==> src/rtl/xlat_pkg.sv <==
package xlat_pkg;

    localparam int REG_W       = 16;
    localparam int IDX_W       = $clog2(REG_W);
    localparam int SEL_W       = 3;
    localparam int STEP_W      = 3;
    localparam int REC_STEP_W  = 5;
    localparam int REGNUM_W    = 3;
    localparam int REC_W       = REC_STEP_W + REGNUM_W;
    localparam int MODE_W      = 2;
    localparam int N_AUX       = 3;

    localparam logic [REG_W-1:0] RSVD_MASK  = 16'h0C00;
    localparam logic [REG_W-1:0] ERR_MASK   = 16'hE000;
    localparam logic [REG_W-1:0] KEEP_LOCK  = 16'h00FE;

    typedef enum logic [SEL_W-1:0] {
        SEL_STAT = 3'd0,
        SEL_VPC  = 3'd1,
        SEL_CTL  = 3'd2,
        SEL_ERR  = 3'd3,
        SEL_PIR  = 3'd4,
        SEL_CSR  = 3'd5
    } reg_sel_e;

    typedef struct packed {
        logic                       en;
        logic                       clr;
        logic signed [STEP_W-1:0]   step;
        logic [REGNUM_W-1:0]        regn;
    } log_req_t;

    typedef struct packed {
        logic                       set_en;
        logic [IDX_W-1:0]           set_idx;
        logic                       clr_en;
        logic [IDX_W-1:0]           clr_idx;
    } bit_op_t;

    // Filtered result of a software write to the status word.
    function automatic logic [REG_W-1:0] stat_sw_write(
        input logic [REG_W-1:0] cur,
        input logic [REG_W-1:0] wd
    );
        logic [REG_W-1:0] v;
        v = wd & ~RSVD_MASK;
        if (v[0])
            v = v & ~ERR_MASK;
        else if ((cur & ERR_MASK) != '0)
            v = v & KEEP_LOCK;
        return v;
    endfunction

    // One-hot mask for a hardware bit strobe, reserved positions removed.
    function automatic logic [REG_W-1:0] stat_bit_mask(input logic [IDX_W-1:0] idx);
        logic [REG_W-1:0] m;
        m = '0;
        m[idx] = 1'b1;
        return m & ~RSVD_MASK;
    endfunction

    function automatic logic step_in_range(input logic signed [STEP_W-1:0] s);
        return (s >= -3'sd2) && (s <= 3'sd2);
    endfunction

    function automatic logic [REC_W-1:0] make_record(
        input logic signed [STEP_W-1:0] s,
        input logic [REGNUM_W-1:0]      r
    );
        logic [REC_STEP_W-1:0] se;
        se = {{(REC_STEP_W-STEP_W){s[STEP_W-1]}}, s};
        return {se, r};
    endfunction

endpackage

==> src/rtl/xlat_stat_reg.sv <==
module xlat_stat_reg
    import xlat_pkg::*;
(
    input  logic             clk,
    input  logic             rst,
    input  logic             wr_stb,
    input  logic [REG_W-1:0] wr_data,
    input  bit_op_t          bop,
    output logic [REG_W-1:0] stat_q,
    output logic             locked
);

    logic [REG_W-1:0] stat_d;

    always_comb begin
        stat_d = stat_q;
        if (wr_stb)
            stat_d = stat_sw_write(stat_q, wr_data);
        if (bop.clr_en)
            stat_d = stat_d & ~stat_bit_mask(bop.clr_idx);
        if (bop.set_en)
            stat_d = stat_d | stat_bit_mask(bop.set_idx);
    end

    always_ff @(posedge clk) begin
        if (rst)
            stat_q <= '0;
        else
            stat_q <= stat_d;
    end

    assign locked = (stat_q & ERR_MASK) != '0;

endmodule

==> src/rtl/xlat_undo_log.sv <==
module xlat_undo_log
    import xlat_pkg::*;
(
    input  logic             clk,
    input  logic             rst,
    input  log_req_t         req,
    input  logic             locked,
    output logic [REG_W-1:0] log_q,
    output logic             ovf_q
);

    logic             full;
    logic             accept;
    logic [REG_W-1:0] base;
    logic [REG_W-1:0] log_d;

    assign full   = log_q[REG_W-1:REC_W] != '0;
    assign accept = req.en && step_in_range(req.step) && !locked
                    && (req.clr || !full);
    assign base   = req.clr ? '0 : log_q;

    always_comb begin
        log_d = base;
        if (accept)
            log_d = {base[REG_W-REC_W-1:0], make_record(req.step, req.regn)};
    end

    always_ff @(posedge clk) begin
        if (rst) begin
            log_q <= '0;
            ovf_q <= 1'b0;
        end else begin
            log_q <= log_d;
            if (req.en && !accept)
                ovf_q <= 1'b1;
        end
    end

endmodule

==> src/rtl/xlat_dspace_sel.sv <==
module xlat_dspace_sel
    import xlat_pkg::*;
(
    input  logic [2:0]        ctl_bits,
    input  logic [MODE_W-1:0] mode,
    output logic              ds_en
);

    always_comb begin
        case (mode)
            2'd0:    ds_en = ctl_bits[2];
            2'd1:    ds_en = ctl_bits[1];
            2'd3:    ds_en = ctl_bits[0];
            default: ds_en = 1'b0;
        endcase
    end

endmodule

==> src/rtl/xlat_regs.sv <==
module xlat_regs
    import xlat_pkg::*;
(
    input  logic                clk,
    input  logic                rst,
    input  logic                wr_en,
    input  logic [SEL_W-1:0]    wr_sel,
    input  logic [REG_W-1:0]    wr_data,
    input  logic                bit_set_en,
    input  logic [IDX_W-1:0]    bit_set_idx,
    input  logic                bit_clr_en,
    input  logic [IDX_W-1:0]    bit_clr_idx,
    input  logic                log_en,
    input  logic                log_clr,
    input  logic [STEP_W-1:0]   log_delta,
    input  logic [REGNUM_W-1:0] log_regn,
    input  logic [MODE_W-1:0]   run_mode,
    output logic [REG_W-1:0]    stat_q,
    output logic [REG_W-1:0]    undo_q,
    output logic [REG_W-1:0]    vpc_q,
    output logic [REG_W-1:0]    ctl_q,
    output logic [REG_W-1:0]    err_q,
    output logic [REG_W-1:0]    pir_q,
    output logic [REG_W-1:0]    csr_q,
    output logic                dspace_en,
    output logic                log_ovf
);

    localparam logic [SEL_W-1:0] AUX_SEL [N_AUX] = '{SEL_ERR, SEL_PIR, SEL_CSR};

    bit_op_t          bop;
    log_req_t         lreq;
    logic             locked;
    logic [REG_W-1:0] aux_q [N_AUX];

    assign bop  = '{set_en: bit_set_en, set_idx: bit_set_idx,
                    clr_en: bit_clr_en, clr_idx: bit_clr_idx};
    assign lreq = '{en: log_en, clr: log_clr,
                    step: $signed(log_delta), regn: log_regn};

    xlat_stat_reg u_stat (
        .clk     (clk),
        .rst     (rst),
        .wr_stb  (wr_en && (wr_sel == SEL_STAT)),
        .wr_data (wr_data),
        .bop     (bop),
        .stat_q  (stat_q),
        .locked  (locked)
    );

    xlat_undo_log u_log (
        .clk    (clk),
        .rst    (rst),
        .req    (lreq),
        .locked (locked),
        .log_q  (undo_q),
        .ovf_q  (log_ovf)
    );

    always_ff @(posedge clk) begin
        if (rst) begin
            vpc_q <= '0;
            ctl_q <= '0;
        end else if (wr_en) begin
            if (wr_sel == SEL_VPC) vpc_q <= wr_data;
            if (wr_sel == SEL_CTL) ctl_q <= wr_data;
        end
    end

    for (genvar g = 0; g < N_AUX; g++) begin : g_aux
        always_ff @(posedge clk) begin
            if (rst)
                aux_q[g] <= '0;
            else if (wr_en && (wr_sel == AUX_SEL[g]))
                aux_q[g] <= wr_data;
        end
    end

    assign err_q = aux_q[0];
    assign pir_q = aux_q[1];
    assign csr_q = aux_q[2];

    xlat_dspace_sel u_ds (
        .ctl_bits (ctl_q[2:0]),
        .mode     (run_mode),
        .ds_en    (dspace_en)
    );

endmodule

==> config.mk <==
export PLATFORM = sky130hd
export DESIGN_NAME = xlat_regs
export DESIGN_NICKNAME = d
export VERILOG_FILES = /design/src/rtl/xlat_pkg.sv /design/src/rtl/xlat_stat_reg.sv /design/src/rtl/xlat_undo_log.sv /design/src/rtl/xlat_dspace_sel.sv /design/src/rtl/xlat_regs.sv
export SDC_FILE = /design/constraint.sdc
export NUM_CORES = 1
export LEC_CHECK = 0
export ABC_AREA = 0
export BUFFER_PORTS_ARGS = -buffer_cell sky130_fd_sc_hd__clkbuf_2
export CORE_MARGIN = 5
export CORE_UTILIZATION = 37
export DETAILED_ROUTE_END_ITERATION = 7
export PLACE_DENSITY_LB_ADDON = 0.3
export SETUP_SLACK_MARGIN = 0.05
export SLEW_MARGIN = 40
export SYNTH_ARGS = -nofsm -noshare
export SYNTH_HDL_FRONTEND = slang
export SYNTH_SLANG_ARGS = --single-unit
==> constraint.sdc <==
create_clock -name clk -period 2.55 [get_ports clk]
set_clock_uncertainty 0.15 [all_clocks]
set_input_delay 0.3825 -clock clk [delete_from_list [all_inputs] [get_ports clk]]
set_output_delay 0.3825 -clock clk [all_outputs]
set_load 0.03 [all_outputs]
==> results.md <==
- The flow ran to the end, and the final reports show no timing, DRC or antenna violations.
- The cell type of the slowest stage on the worst timing path is sky130_fd_sc_hd__or4_1.
- The clock insertion delay at the later pin of the skew report is 0.35 ns.
- The synthesized flop and latch total is 111.
- The half-perimeter wire length after placement is 9260 µm.
- The clock tree synthesis step divided the H-tree into 3 levels.
- The startpoint identified for the worst hold timing path is log_regn[2].
- The setup slack of the worst register-to-register path is 0.52 ns.
- The path class of the tightest hold or removal check is primary input to flip-flop.
- After detailed routing, the number of remaining DRC violations is 0.
- After filler insertion, the fill cell instance count of the layout stands at 1134.
- The fraction of the cycle the final worst path needs is 79.8%.
- The kind of capture point of the worst setup path is a flip-flop.
- At the pin with the least slew margin, the transition time is 0.775 ns.
- For this configuration, the core starts out at a cell density of 37.2%.
- The kind of launch point of the worst setup path is a flip-flop.
- Pin placement for this block handled 156 I/O pins.
- The worst-path maximum fanout is 9.
- Global routing consumed, over all layers together, 17.5% of the routing resources.
- The fraction of layout cells with a size suffix above 1 is 31.3%.
- The number of pins exceeding their max-slew limit in the final report is 0.
- The instance count of the mapped netlist is 423.
- Setup violations remaining at the end of the flow were counted as 0.
- Buffers inserted to repair hold after CTS numbered 0.
- In this run the mean area of a mapped cell was 10.4 µm².
- The total number of placement rows is 40.
- The number of antenna-violating nets in the routed design is 0.
- Counting flops with an async set or reset pin after synthesis yields a share of 0%.
- Setup repair after global routing left no endpoint under its margin.
- Entering global routing, the biggest net connects 31 pins.
- After clock tree synthesis, the clock-pin slew on the worst setup and hold paths is 0.07 ns.
- The maximum count of clock buffers along a single path is 2.
- The kind of cell with the highest combined delay on the critical path is simple AND/OR/NAND/NOR gates.
- The setup TNS after final layout is 0 ns.
- The sink count of the clock tree is 111.
- The count of TritonRoute iterations in the first routing pass is 4.
- The leftover overflow at the end of global routing is 0.
- The peak supply drop is 0.292 mV.
- The total core area is 11900 µm².
- The wire length of the first global-routing pass is 19300 µm.
- The die covers 14200 µm².
- The die outline height is 119 µm.
- The number of buffers and inverters on the critical path is 0.
- The worst setup path is of the flip-flop to flip-flop kind.
- Routability-driven placement finished with a final weighted congestion of 0.828.
- The startpoint of the worst register-to-register path is u_log.log_q[8].
- The number of clock buffers added by TritonCTS is 9.
- After synthesis, the netlist uses 42 different library cells.
- The count of yosys warnings during synthesis is 0.
- The average vias per placed instance is 4.98.
- The fraction of the yosys area taken by sequential cells is 61.2%.
- The number of I/O port buffers is 153.
- The repair_antennas step left the layout with diodes totalling 0.
- The critical path goes through nor4_2 -> a21oi_1 -> or4_1 -> a22o_1.
- The setup slack of the critical path after layout is 0.516 ns.
- The post-cts resize count is 0.
- The pre-CTS worst setup slack is 0.333 ns.
- The leakage dissipation is 0.00237 µW.
- Summing internal, switching and leakage power gives 3800 µW.
- Counting I/O delays and the setup requirement, the final critical path takes 2.03 ns.
- The initial detailed-routing violation count is 282.
- The average wire per standard cell is 17.5 µm.
- The critical path data arrival time is 2.12 ns.
- The cell area power density is 681 nW/µm².
- Counting flops with a built-in enable in the synthesized netlist gives 48.
- For this block, the via count after detailed routing is 3599.
- The cell at the root of the clock tree is sky130_fd_sc_hd__clkbuf_16.
- Derived from the worst setup path, the maximum achievable clock frequency is 492 MHz.
- Wires add up to 12700 µm.
- The number of endpoints with negative hold slack in the final report is 0.
- Measured along the x axis, the die boundary spans 119 µm.
- The number of setup buffers added after CTS is 0.
- The worst setup path startpoint is u_log.log_q[8].
- For this run, the post-layout net count is 612.
- The area growth from synthesis to layout is 26.4%.
- The post-synthesis instance area is 4420 µm².
- The initial antenna violation count is 0.
- The worst max-slew margin expressed relative to the limit is 48.2%.
- Across the run, the number of max-cap violations was 0.
- The number of global-route vias before repair is 3519.
- TritonCTS built the clock tree.
- STA puts the critical path data required time at 2.64 ns.
- For this run, the slowest stage of the critical path takes 0.73 ns.
- The most used flip-flop cell after synthesis is sky130_fd_sc_hd__dfxtp_1.
- The worst-case hold slack is 0.112 ns.
-- kinds of logic (layout without fill, tap and decap cells) --
kind of cell	Yosys count	after routing	share of synthesized area, %
AND/OR/NAND/NOR	194	194	22.4
flip-flops	111	111	61.2
AO/OA/AOI/OAI	72	72	9.69
buffers and inverters	28	179	2.83
multiplexers	17	17	3.85
other	1	2	0.0849
-- layer usage --
layer	GRT usage, %	wire length (µm)
met1	22.4	5420
met2	28.0	6080
met3	3.75	751
met4	8.69	419
met5	0	0
-- power breakdown --
group	leakage (µW)	switching, µW	internal, µW
Clock	0.000137	670	675
Combinational	0.00126	362	131
Sequential	0.000975	33.2	1930
-- path summary, 6_finish.rpt --
kind,endpoint,cells after the start
min reg2reg,vpc_q[3],2
max,u_log.ovf_q,4
max reg2reg,u_log.ovf_q,4
min,u_log.log_q[2],3
-- stage by stage --
stage | cells | util, % | cell area, µm²
finish | 722 | 47.1 | 5590
global route | 722 | 47.1 | 5590
CTS | 722 | 47.1 | 5590
detailed placement | 706 | 44.7 | 5310
global placement | 706 | 44.7 | 5310
floorplan | 424 | - | 4420
-- final cells by class --
| class | count | area, µm² | area share [%] |
|---|---|---|---|
| inverter | 4 | 15.0 | 0.269 |
| clock inverter | 7 | 53.8 | 0.963 |
| sequential | 111 | 2700 | 48.4 |
| tap | 147 | 184 | 3.29 |
| timing repair buffer | 159 | 811 | 14.5 |
| clock buffer | 9 | 225 | 4.03 |
| multi-input combinational | 285 | 1590 | 28.5 |
-- layout by cell type, fill, tap and decap left out, types with 2 or more instances in the layout --
| cell | count |
|---|---|
| sky130_fd_sc_hd__a21oi_1 | 37 |
| sky130_fd_sc_hd__and2_1 | 49 |
| sky130_fd_sc_hd__and3_1 | 2 |
| sky130_fd_sc_hd__and3b_1 | 2 |
| sky130_fd_sc_hd__buf_4 | 6 |
| sky130_fd_sc_hd__clkbuf_16 | 9 |
| sky130_fd_sc_hd__clkbuf_2 | 153 |
| sky130_fd_sc_hd__clkinv_1 | 2 |
| sky130_fd_sc_hd__clkinv_4 | 2 |
| sky130_fd_sc_hd__conb_1 | 2 |
| sky130_fd_sc_hd__dfxtp_1 | 63 |
| sky130_fd_sc_hd__edfxtp_1 | 48 |
| sky130_fd_sc_hd__inv_1 | 3 |
| sky130_fd_sc_hd__inv_6 | 2 |
| sky130_fd_sc_hd__mux2i_1 | 17 |
| sky130_fd_sc_hd__nand2_1 | 97 |
| sky130_fd_sc_hd__nand2b_1 | 3 |
| sky130_fd_sc_hd__nand3_1 | 7 |
| sky130_fd_sc_hd__nand3b_1 | 4 |
| sky130_fd_sc_hd__nor2_1 | 10 |
| sky130_fd_sc_hd__nor2b_1 | 2 |
| sky130_fd_sc_hd__nor3_1 | 5 |
| sky130_fd_sc_hd__nor4_1 | 2 |
| sky130_fd_sc_hd__nor4_2 | 2 |
| sky130_fd_sc_hd__o21ai_0 | 3 |
| sky130_fd_sc_hd__o21ai_1 | 12 |
| sky130_fd_sc_hd__o221ai_1 | 2 |
| sky130_fd_sc_hd__o22ai_1 | 2 |
| sky130_fd_sc_hd__o2bb2ai_1 | 2 |
| sky130_fd_sc_hd__o32ai_1 | 8 |
| sky130_fd_sc_hd__or3_1 | 2 |
| sky130_fd_sc_hd__or3b_2 | 2 |
-- flip-flops by register name, indices dropped and copies added (netlist names) --
name / flops
ctl_q: 16
u_log.log_q: 16
u_stat.stat_q: 14
u_log.ovf_q: 1
aux_q: 48
vpc_q: 16
-- synth_stat cells (2+ instances only) --
| cell | n | area, µm² |
|---|---|---|
| sky130_fd_sc_hd__o2bb2ai_1 | 2 | 17.5 |
| sky130_fd_sc_hd__nand3b_1 | 4 | 30.0 |
| sky130_fd_sc_hd__or3b_2 | 2 | 17.5 |
| sky130_fd_sc_hd__nor4_2 | 2 | 25.0 |
| sky130_fd_sc_hd__nor3_1 | 5 | 25.0 |
| sky130_fd_sc_hd__nor4_1 | 2 | 12.5 |
| sky130_fd_sc_hd__nor2b_1 | 2 | 12.5 |
| sky130_fd_sc_hd__nand2b_1 | 3 | 18.8 |
| sky130_fd_sc_hd__o22ai_1 | 2 | 12.5 |
| sky130_fd_sc_hd__and3_1 | 2 | 12.5 |
| sky130_fd_sc_hd__buf_2 | 4 | 20.0 |
| sky130_fd_sc_hd__nand3_1 | 7 | 35.0 |
| sky130_fd_sc_hd__clkbuf_1 | 17 | 63.8 |
| sky130_fd_sc_hd__nand2_1 | 97 | 364 |
| sky130_fd_sc_hd__buf_4 | 2 | 15.0 |
| sky130_fd_sc_hd__edfxtp_1 | 48 | 1440 |
| sky130_fd_sc_hd__o21ai_0 | 4 | 20.0 |
| sky130_fd_sc_hd__and2_1 | 49 | 307 |
| sky130_fd_sc_hd__nor2_1 | 10 | 37.5 |
| sky130_fd_sc_hd__o32ai_1 | 8 | 70.1 |
| sky130_fd_sc_hd__o21ai_1 | 11 | 55.1 |
| sky130_fd_sc_hd__inv_1 | 3 | 11.3 |
| sky130_fd_sc_hd__and3b_1 | 2 | 17.5 |
| sky130_fd_sc_hd__a21oi_1 | 37 | 185 |
| sky130_fd_sc_hd__o221ai_1 | 2 | 17.5 |
| sky130_fd_sc_hd__mux2i_1 | 17 | 170 |
| sky130_fd_sc_hd__dfxtp_1 | 63 | 1260 |
| sky130_fd_sc_hd__or3_1 | 2 | 12.5 |
-- worst register-to-register path, stage by stage, from the launching register on --
cell and delay, ns:
sky130_fd_sc_hd__dfxtp_1 0.33, sky130_fd_sc_hd__nor4_2 0.31, sky130_fd_sc_hd__a21oi_1 0.16, sky130_fd_sc_hd__or4_1 0.73
sky130_fd_sc_hd__a22o_1 0.24
Note: power is estimated with default switching activity, not from simulation.
